### src/rtl/cgate_pkg.sv
package cgate_pkg;
  localparam int unsigned COND_W = 4;

  typedef struct packed {
    logic n;
    logic z;
    logic c;
    logic v;
  } flag_t;

  typedef enum logic [COND_W-1:0] {
    C_ZSET   = 4'h0,
    C_ZCLR   = 4'h1,
    C_CSET   = 4'h2,
    C_CCLR   = 4'h3,
    C_NSET   = 4'h4,
    C_NCLR   = 4'h5,
    C_VSET   = 4'h6,
    C_VCLR   = 4'h7,
    C_UGT    = 4'h8,
    C_ULE    = 4'h9,
    C_SGE    = 4'hA,
    C_SLT    = 4'hB,
    C_SGT    = 4'hC,
    C_SLE    = 4'hD,
    C_ALWAYS = 4'hE,
    C_NEVER  = 4'hF
  } cond_e;

  // Codes come in pairs: the upper three bits pick a base test and the
  // lowest bit inverts it.
  localparam int unsigned SEL_W = COND_W - 1;
endpackage

### src/rtl/cgate_rst_sync.sv
module cgate_rst_sync #(
  parameter int unsigned STAGES = 2
) (
  input  logic clk,
  input  logic rst_n,
  output logic rst_sync_n
);
  logic [STAGES-1:0] chain_q;
  logic [STAGES-1:0] chain_d;

  always_comb begin
    chain_d = {chain_q[STAGES-2:0], 1'b1};
  end

  always_ff @(posedge clk or negedge rst_n) begin
    if (!rst_n) chain_q <= '0;
    else        chain_q <= chain_d;
  end

  assign rst_sync_n = chain_q[STAGES-1];
endmodule

### src/rtl/cgate_base_sel.sv
module cgate_base_sel
  import cgate_pkg::*;
(
  input  logic [SEL_W-1:0] sel_i,
  input  flag_t            flags_i,
  output logic             base_o
);
  logic sign_ok;

  always_comb begin
    sign_ok = (flags_i.n == flags_i.v);
    unique case (sel_i)
      3'd0:    base_o = flags_i.z;
      3'd1:    base_o = flags_i.c;
      3'd2:    base_o = flags_i.n;
      3'd3:    base_o = flags_i.v;
      3'd4:    base_o = flags_i.c & ~flags_i.z;
      3'd5:    base_o = sign_ok;
      3'd6:    base_o = ~flags_i.z & sign_ok;
      default: base_o = 1'b1;
    endcase
  end
endmodule

### src/rtl/cgate_polarity.sv
module cgate_polarity (
  input  logic base_i,
  input  logic invert_i,
  output logic pass_o
);
  always_comb begin
    pass_o = invert_i ? ~base_i : base_i;
  end
endmodule

### src/rtl/cond_gate.sv
module cond_gate
  import cgate_pkg::*;
#(
  parameter int unsigned INSTR_W  = 32,
  parameter int unsigned COND_MSB = 31,
  parameter bit          PIPE_EN  = 1'b1
) (
  input  logic               clk,
  input  logic               rst_n,
  input  logic [INSTR_W-1:0] instr_i,
  input  logic [3:0]         flags_i,
  output logic               exec_o
);
  localparam int unsigned COND_LSB = COND_MSB - COND_W + 1;

  logic [COND_W-1:0] cond_field;
  flag_t             flags;
  logic              base;
  logic              pass;
  logic              rst_sync_n;

  assign cond_field = instr_i[COND_MSB:COND_LSB];
  assign flags      = flag_t'(flags_i);

  cgate_base_sel u_base (
    .sel_i   (cond_field[COND_W-1:1]),
    .flags_i (flags),
    .base_o  (base)
  );

  cgate_polarity u_pol (
    .base_i   (base),
    .invert_i (cond_field[0]),
    .pass_o   (pass)
  );

  cgate_rst_sync #(.STAGES(2)) u_rsync (
    .clk        (clk),
    .rst_n      (rst_n),
    .rst_sync_n (rst_sync_n)
  );

  generate
    if (PIPE_EN) begin : g_reg
      logic exec_q;
      logic exec_d;
      always_comb begin
        exec_d = pass;
      end
      always_ff @(posedge clk or negedge rst_sync_n) begin
        if (!rst_sync_n) exec_q <= 1'b0;
        else             exec_q <= exec_d;
      end
      assign exec_o = exec_q;
    end else begin : g_comb
      assign exec_o = pass;
    end
  endgenerate
endmodule

### config.mk
export PLATFORM = sky130hd
export DESIGN_NAME = cond_gate
export DESIGN_NICKNAME = d
export VERILOG_FILES = /design/src/rtl/cgate_pkg.sv /design/src/rtl/cgate_rst_sync.sv /design/src/rtl/cgate_base_sel.sv /design/src/rtl/cgate_polarity.sv /design/src/rtl/cond_gate.sv
export SDC_FILE = /design/constraint.sdc
export NUM_CORES = 1
export LEC_CHECK = 0
export CAP_MARGIN = 20
export CORE_AREA = 8 8 45 47
export DETAILED_ROUTE_END_ITERATION = 12
export DIE_AREA = 0 0 53 55
export PLACE_DENSITY_LB_ADDON = 0.12
export SYNTH_ARGS = -nofsm -noshare
export SYNTH_HDL_FRONTEND = slang
export SYNTH_SLANG_ARGS = --single-unit
### constraint.sdc
create_clock -name clk -period 0.8 [get_ports clk]
set_input_delay 0.2 -clock clk [delete_from_list [all_inputs] [get_ports clk]]
set_output_delay 0.2 -clock clk [all_outputs]
set_load 0.01 [all_outputs]
* After elaboration in Yosys (flattened, before gate mapping) *
Index checks and enable logic that the tools add are counted.

storage, ports and cells
  bits in latches = 0
  input bits = 38
  output and inout bits = 1
  memory bits (read-only) = 0
  memory bits (writable) = 0
  logic and storage cells = 16
  register bits = 3
  memories = 0

operators by class
  multipliers = 0
  div/mod/pow operators = 0
  mux-type cells = 2
  add/subtract/negate cells = 0
  order comparisons = 0
  equality and inequality tests = 7
  shift operators = 0
  reductions and logical operators = 1
  bitwise operators = 4

operator list
  cell                number
  $eq 3x3->1 const B  3
  $pmux 1 s7          1
  $eq 3x2->1 const B  2
  $eq 3x1->1 const B  1
  $logic_not 3->1     1
  $and 1x1->1         2
  $not 1->1           2
  $eq 1x1->1          1
  $mux 1              1

* Logic depth before layout (Yosys ltp) *
  word-level depth = 5
  gate-level depth with buffers = 4
  depth with buffers taken out = 4

* Modules after synthesis *
A second synthesis with hierarchy kept.

unflattened totals
  cells, all modules = 14
  area total of the unflattened synthesis = 166.4 um^2

modules (own cells, without submodules)
  module          area each (um^2)  times used  cells each  sequential area each (um^2)
  cgate_base_sel  78.8              1           9           0.0
  cgate_rst_sync  53.8              1           3           50.0
  cond_gate       25.0              1           1           25.0
  cgate_polarity  8.8               1           1           0.0

* Worst setup path after synthesis *
Ideal clock, no wire load.

  path type = input -> register
  start = input port instr_i[30]
  end = register g_reg.exec_q (netlist: exec_o)
  arrival = 1.017 ns
  slack = -0.341 ns
  stages on the path = 4
  path buffers = 0
  setup time = 0.124 ns
  path through = or4b_1 -> o211ai_1 -> a22oi_1 -> xnor2_1

between the ends
  longest elaborated chain between the ends = 4

ends and longest elaborated chain
  item                                RTL line              text
  start: declaration                  cond_gate.sv:10       input logic [INSTR_W-1:0] instr_i,
  $eq 3x3->1 (tied with other cells)  cgate_base_sel.sv:12  unique case (sel_i)
  $pmux 1 s7 *                        cgate_base_sel.sv:12
  $not 1->1                           cgate_polarity.sv:7   pass_o = invert_i ? ~base_i : base_i;
  $mux 1 *                            cgate_polarity.sv:7
  via g_reg.exec_d                    cond_gate.sv:46       logic exec_d;
  end signal: assignment              cond_gate.sv:51       if (!rst_sync_n) exec_q <= 1'b0;
  end signal: assignment              cond_gate.sv:52       else exec_q <= exec_d;
  end: declaration                    cond_gate.sv:45       logic exec_q;

The timed path passes the listed nets; every way through them passes the cells marked *.

* Final worst setup path *
  start = input port flags_i[2]
  end = register g_reg.exec_q (netlist: exec_o)

between the ends
  longest elaborated chain between the ends = 5

ends and longest elaborated chain
  item                            RTL line                                    text
  start: declaration              cond_gate.sv:11                             input logic [3:0] flags_i,
  $not 1->1                       cgate_base_sel.sv:17, cgate_base_sel.sv:19
  $and 1x1->1 (on tied branches)  cgate_base_sel.sv:19, cgate_base_sel.sv:17
  $pmux 1 s7 *                    cgate_base_sel.sv:12
  $not 1->1                       cgate_polarity.sv:7
  $mux 1 *                        cgate_polarity.sv:7
  via g_reg.exec_d                cond_gate.sv:46

Marked as above.

==> summary.md <==
| Metric | Value |
|---|---|
| Run status | `finished, violations left` |
| Failing checks | `negative setup slack` |
| Via count | `approximately 170` |
| Max Clk Rate | `roughly 1000 MHz` |
| WHS | `slightly below 0.005 ns` |
| Yosys top cell by area | `dfrtp_1` |
| First-pass GRT wire length | `~700 um` |
| Sequential fraction of the synthesis area | `0.451` |
| Final worst slack | `-0.202 ns` |
| Reg clk slew, reported paths | `0.04 ns` |
| Vias per std cell | `approximately 3.5` |
| Switching fraction of total power | `0.242` |
| Critical path endpoint category | `flip-flop` |
| Combinational group share of total power | `0.216` |
| Syn Inst Count | `16` |
| GRT met1 Usage | `0.0397` |
| Synthesized area per cell | `between 10 and 15 um2` |
| WL final | `around 500 um` |
| RSZ-0062 raised after global routing | `true` |
| Hold Violations, Final | `0` |
| Hpwl dp | `386 um` |
| Pin count of the biggest net entering global routing | `5` |
| Nets | `73` |
| WS Path Type | `input pin to flip-flop` |
| Fin cells | `50` |
| Place WS | `-0.796 ns` |
| WP data required | `0.92 ns` |
| Post-synth top area share | `0.451` |
| Cell internal pwr | `approximately 0.00042 W` |
| ANT nets after route | `0` |
| Max_cap viols | `0` |
| Pwr Density | `1660 nW/um2` |
| Drt first pass iters | `3` |
| Leak | `0.155 nW` |
| Power, Total | `0.000560 W` |
| Synth warn | `0` |
| Slew Viols, Final | `0` |
| GR peak layer | `met4` |
| Final min period | `1.00 ns` |
| Vias in the first global route | `around 170` |
| Core Footprint | `roughly 1400 um2` |
| Gr usage total | `0.0411` |
| Clock group share of total power | `0.482` |
| CP Launch Type | `input pin` |
| CP max FO | `2` |
| Sw power | `0.000135 W` |
| Post-synth top cells | `dfrtp_1, inv_1, o211ai_1` |
| Share of cells above drive strength 1 | `0.500` |
| Count leader, synth | `dfrtp_1` |
| Die ar. | `slightly below 3000 um2` |
| Syn Nets | `54` |
| Max IR drop VDD | `0.000325 V` |
| EDFF count, synth | `0` |
| Clk_lat worst skew | `0.23 ns` |
| Starting DRT DRC Count | `2` |
| WL per Instance | `~10 um` |
| CTS root buffer | `clkbuf_4` |
| Netlist cell types | `12` |
| CTS max path bufs | `2` |
| M2 GR Usage | `0.0352` |
| Hold Path Class | `flip-flop to async pin` |
| GR Overflow Total | `0` |
| Initial Util | `0.120` |
| Cell Area, Placed | `about 320 um2` |
| #FFs+latches synth | `3` |
| Post-CTS Repair Setup Buffers | `0` |
| Port bufs | `10` |
| Top area cells in the synthesized netlist | `dfrtp_1, o211ai_1, mux2i_1` |
| Filler Cell Count | `146` |
| Placed cells | `46` |
| DIE HEIGHT | `55 um` |
| Ys flop type | `dfrtp_1` |
| H-tree Lvls | `1` |
| I/O pins | `39` |
| FFs w/ async S/R, synth | `1.00` |
| Antenna Diode Count | `0` |
| Area growth from synthesis to layout | `102%` |
| Reg power frac | `0.302` |
| Period Utilization, post-route | `1.25` |
| Fin area | `337 um2` |
| Clock skew | `0.00313 ns` |
| TritonCTS clock tree | `yes` |
| Met3 global-route usage | `0.0267` |
| DRC Markers | `0` |
| Die Width | `around 53 um` |
| Setup violators final | `2` |
| Cell Rows | `14` |
| Synth Cell Area | `~170 um2` |
| Worst Path Arrival | `1.12 ns` |
| Placer Congestion | `0.626` |
| Total CTS buffers | `3` |
| Clk sinks | `3` |
| Initial antenna violation count | `0` |
worst paths after layout:
kind                                         start            endpoint  slack, ns  cells after the start
worst min register to register  u_rsync.chain_q[1]              exec_o      0.005                      0
max in group asynchronous                    rst_n  u_rsync.chain_q[0]       0.55                      1
worst max register to register  u_rsync.chain_q[0]  u_rsync.chain_q[1]       0.33                      0
min in group clk                u_rsync.chain_q[0]  u_rsync.chain_q[1]       0.35                      0
worst min-delay path            u_rsync.chain_q[1]              exec_o      0.005                      0
worst max-delay path                    flags_i[2]              exec_o      -0.20                      5
cells in the final DEF, fill, tap and decap left out, drive strengths merged:
cell type,count
o31ai,1
o211ai,2
conb,1
buf,9
xor2,1
mux2i,1
inv,2
nand3b,1
clkbuf,6
dlygate4sd2,1
or4b,1
o21ai,1
a22oi,1
clkdlybuf4s50,2
dfrtp,3
xnor2,1
final cells by class:
cell class	count	area [um2]	share of cell area
inverters	2	7.51	0.0223
repair buffers	14	106	0.316
clock buffers	4	26.3	0.0781
well taps	16	20.0	0.0595
multi-input cells	11	101	0.301
flip-flops and latches	3	75.1	0.223
worst max-delay path, stage by stage:
cell      delay (ns)
buf_6           0.09
or4b_1          0.51
o211ai_1        0.11
a22oi_2         0.08
xnor2_1         0.13
kinds of logic (layout without fill, tap and decap cells):
group | after synthesis | in the layout | share of synthesized area
other | 1 | 1 | 0.0225
XOR/XNOR | 2 | 2 | 0.105
AO/OA/AOI/OAI | 5 | 5 | 0.211
buffers and inverters | 2 | 20 | 0.0451
AND/OR/NAND/NOR | 2 | 2 | 0.105
flip-flops | 3 | 3 | 0.451
multiplexers | 1 | 1 | 0.0602
layer usage:
metal | wire, um | up-vias | share of wire
li1 | - | 91 | -
met1 | 213 | 77 | 0.43
met2 | 259 | 5 | 0.52
met3 | 27 | 0 | 0.054
met4 | 0 | 0 | 0
met5 | 0 | - | 0
power groups by stage:
stage / Combinational, W / Clock, W / Sequential [W]
floorplan: 0.0000335 / 0 / 0.000176
global placement: 0.000130 / 0 / 0.000171
detailed placement: 0.000129 / 0 / 0.000172
CTS: 0.000109 / 0.000285 / 0.000169
global route: 0.000131 / 0.000299 / 0.000171
finish: 0.000121 / 0.000270 / 0.000169
through the flow:
stage / utilization / TNS, ns
after global placement: 0.229 / -1.02
after floorplan: - / -0.330
final: 0.243 / -0.310
after CTS: 0.231 / -0.335
after detailed placement: 0.229 / -1.03
after global routing: 0.243 / -0.361
repair_timing:
item	CTS	global route
endpoints found under the setup margin	2	2
hold buffers	0	0
pin swaps	5	4
gates resized for setup	23	8
gates cloned	0	0
sequential cells by signal (all words and copies together), names as in the netlist:
signal and flops:
exec_o 1, u_rsync.chain_q 2
Power figures use the tool's default switching activity.
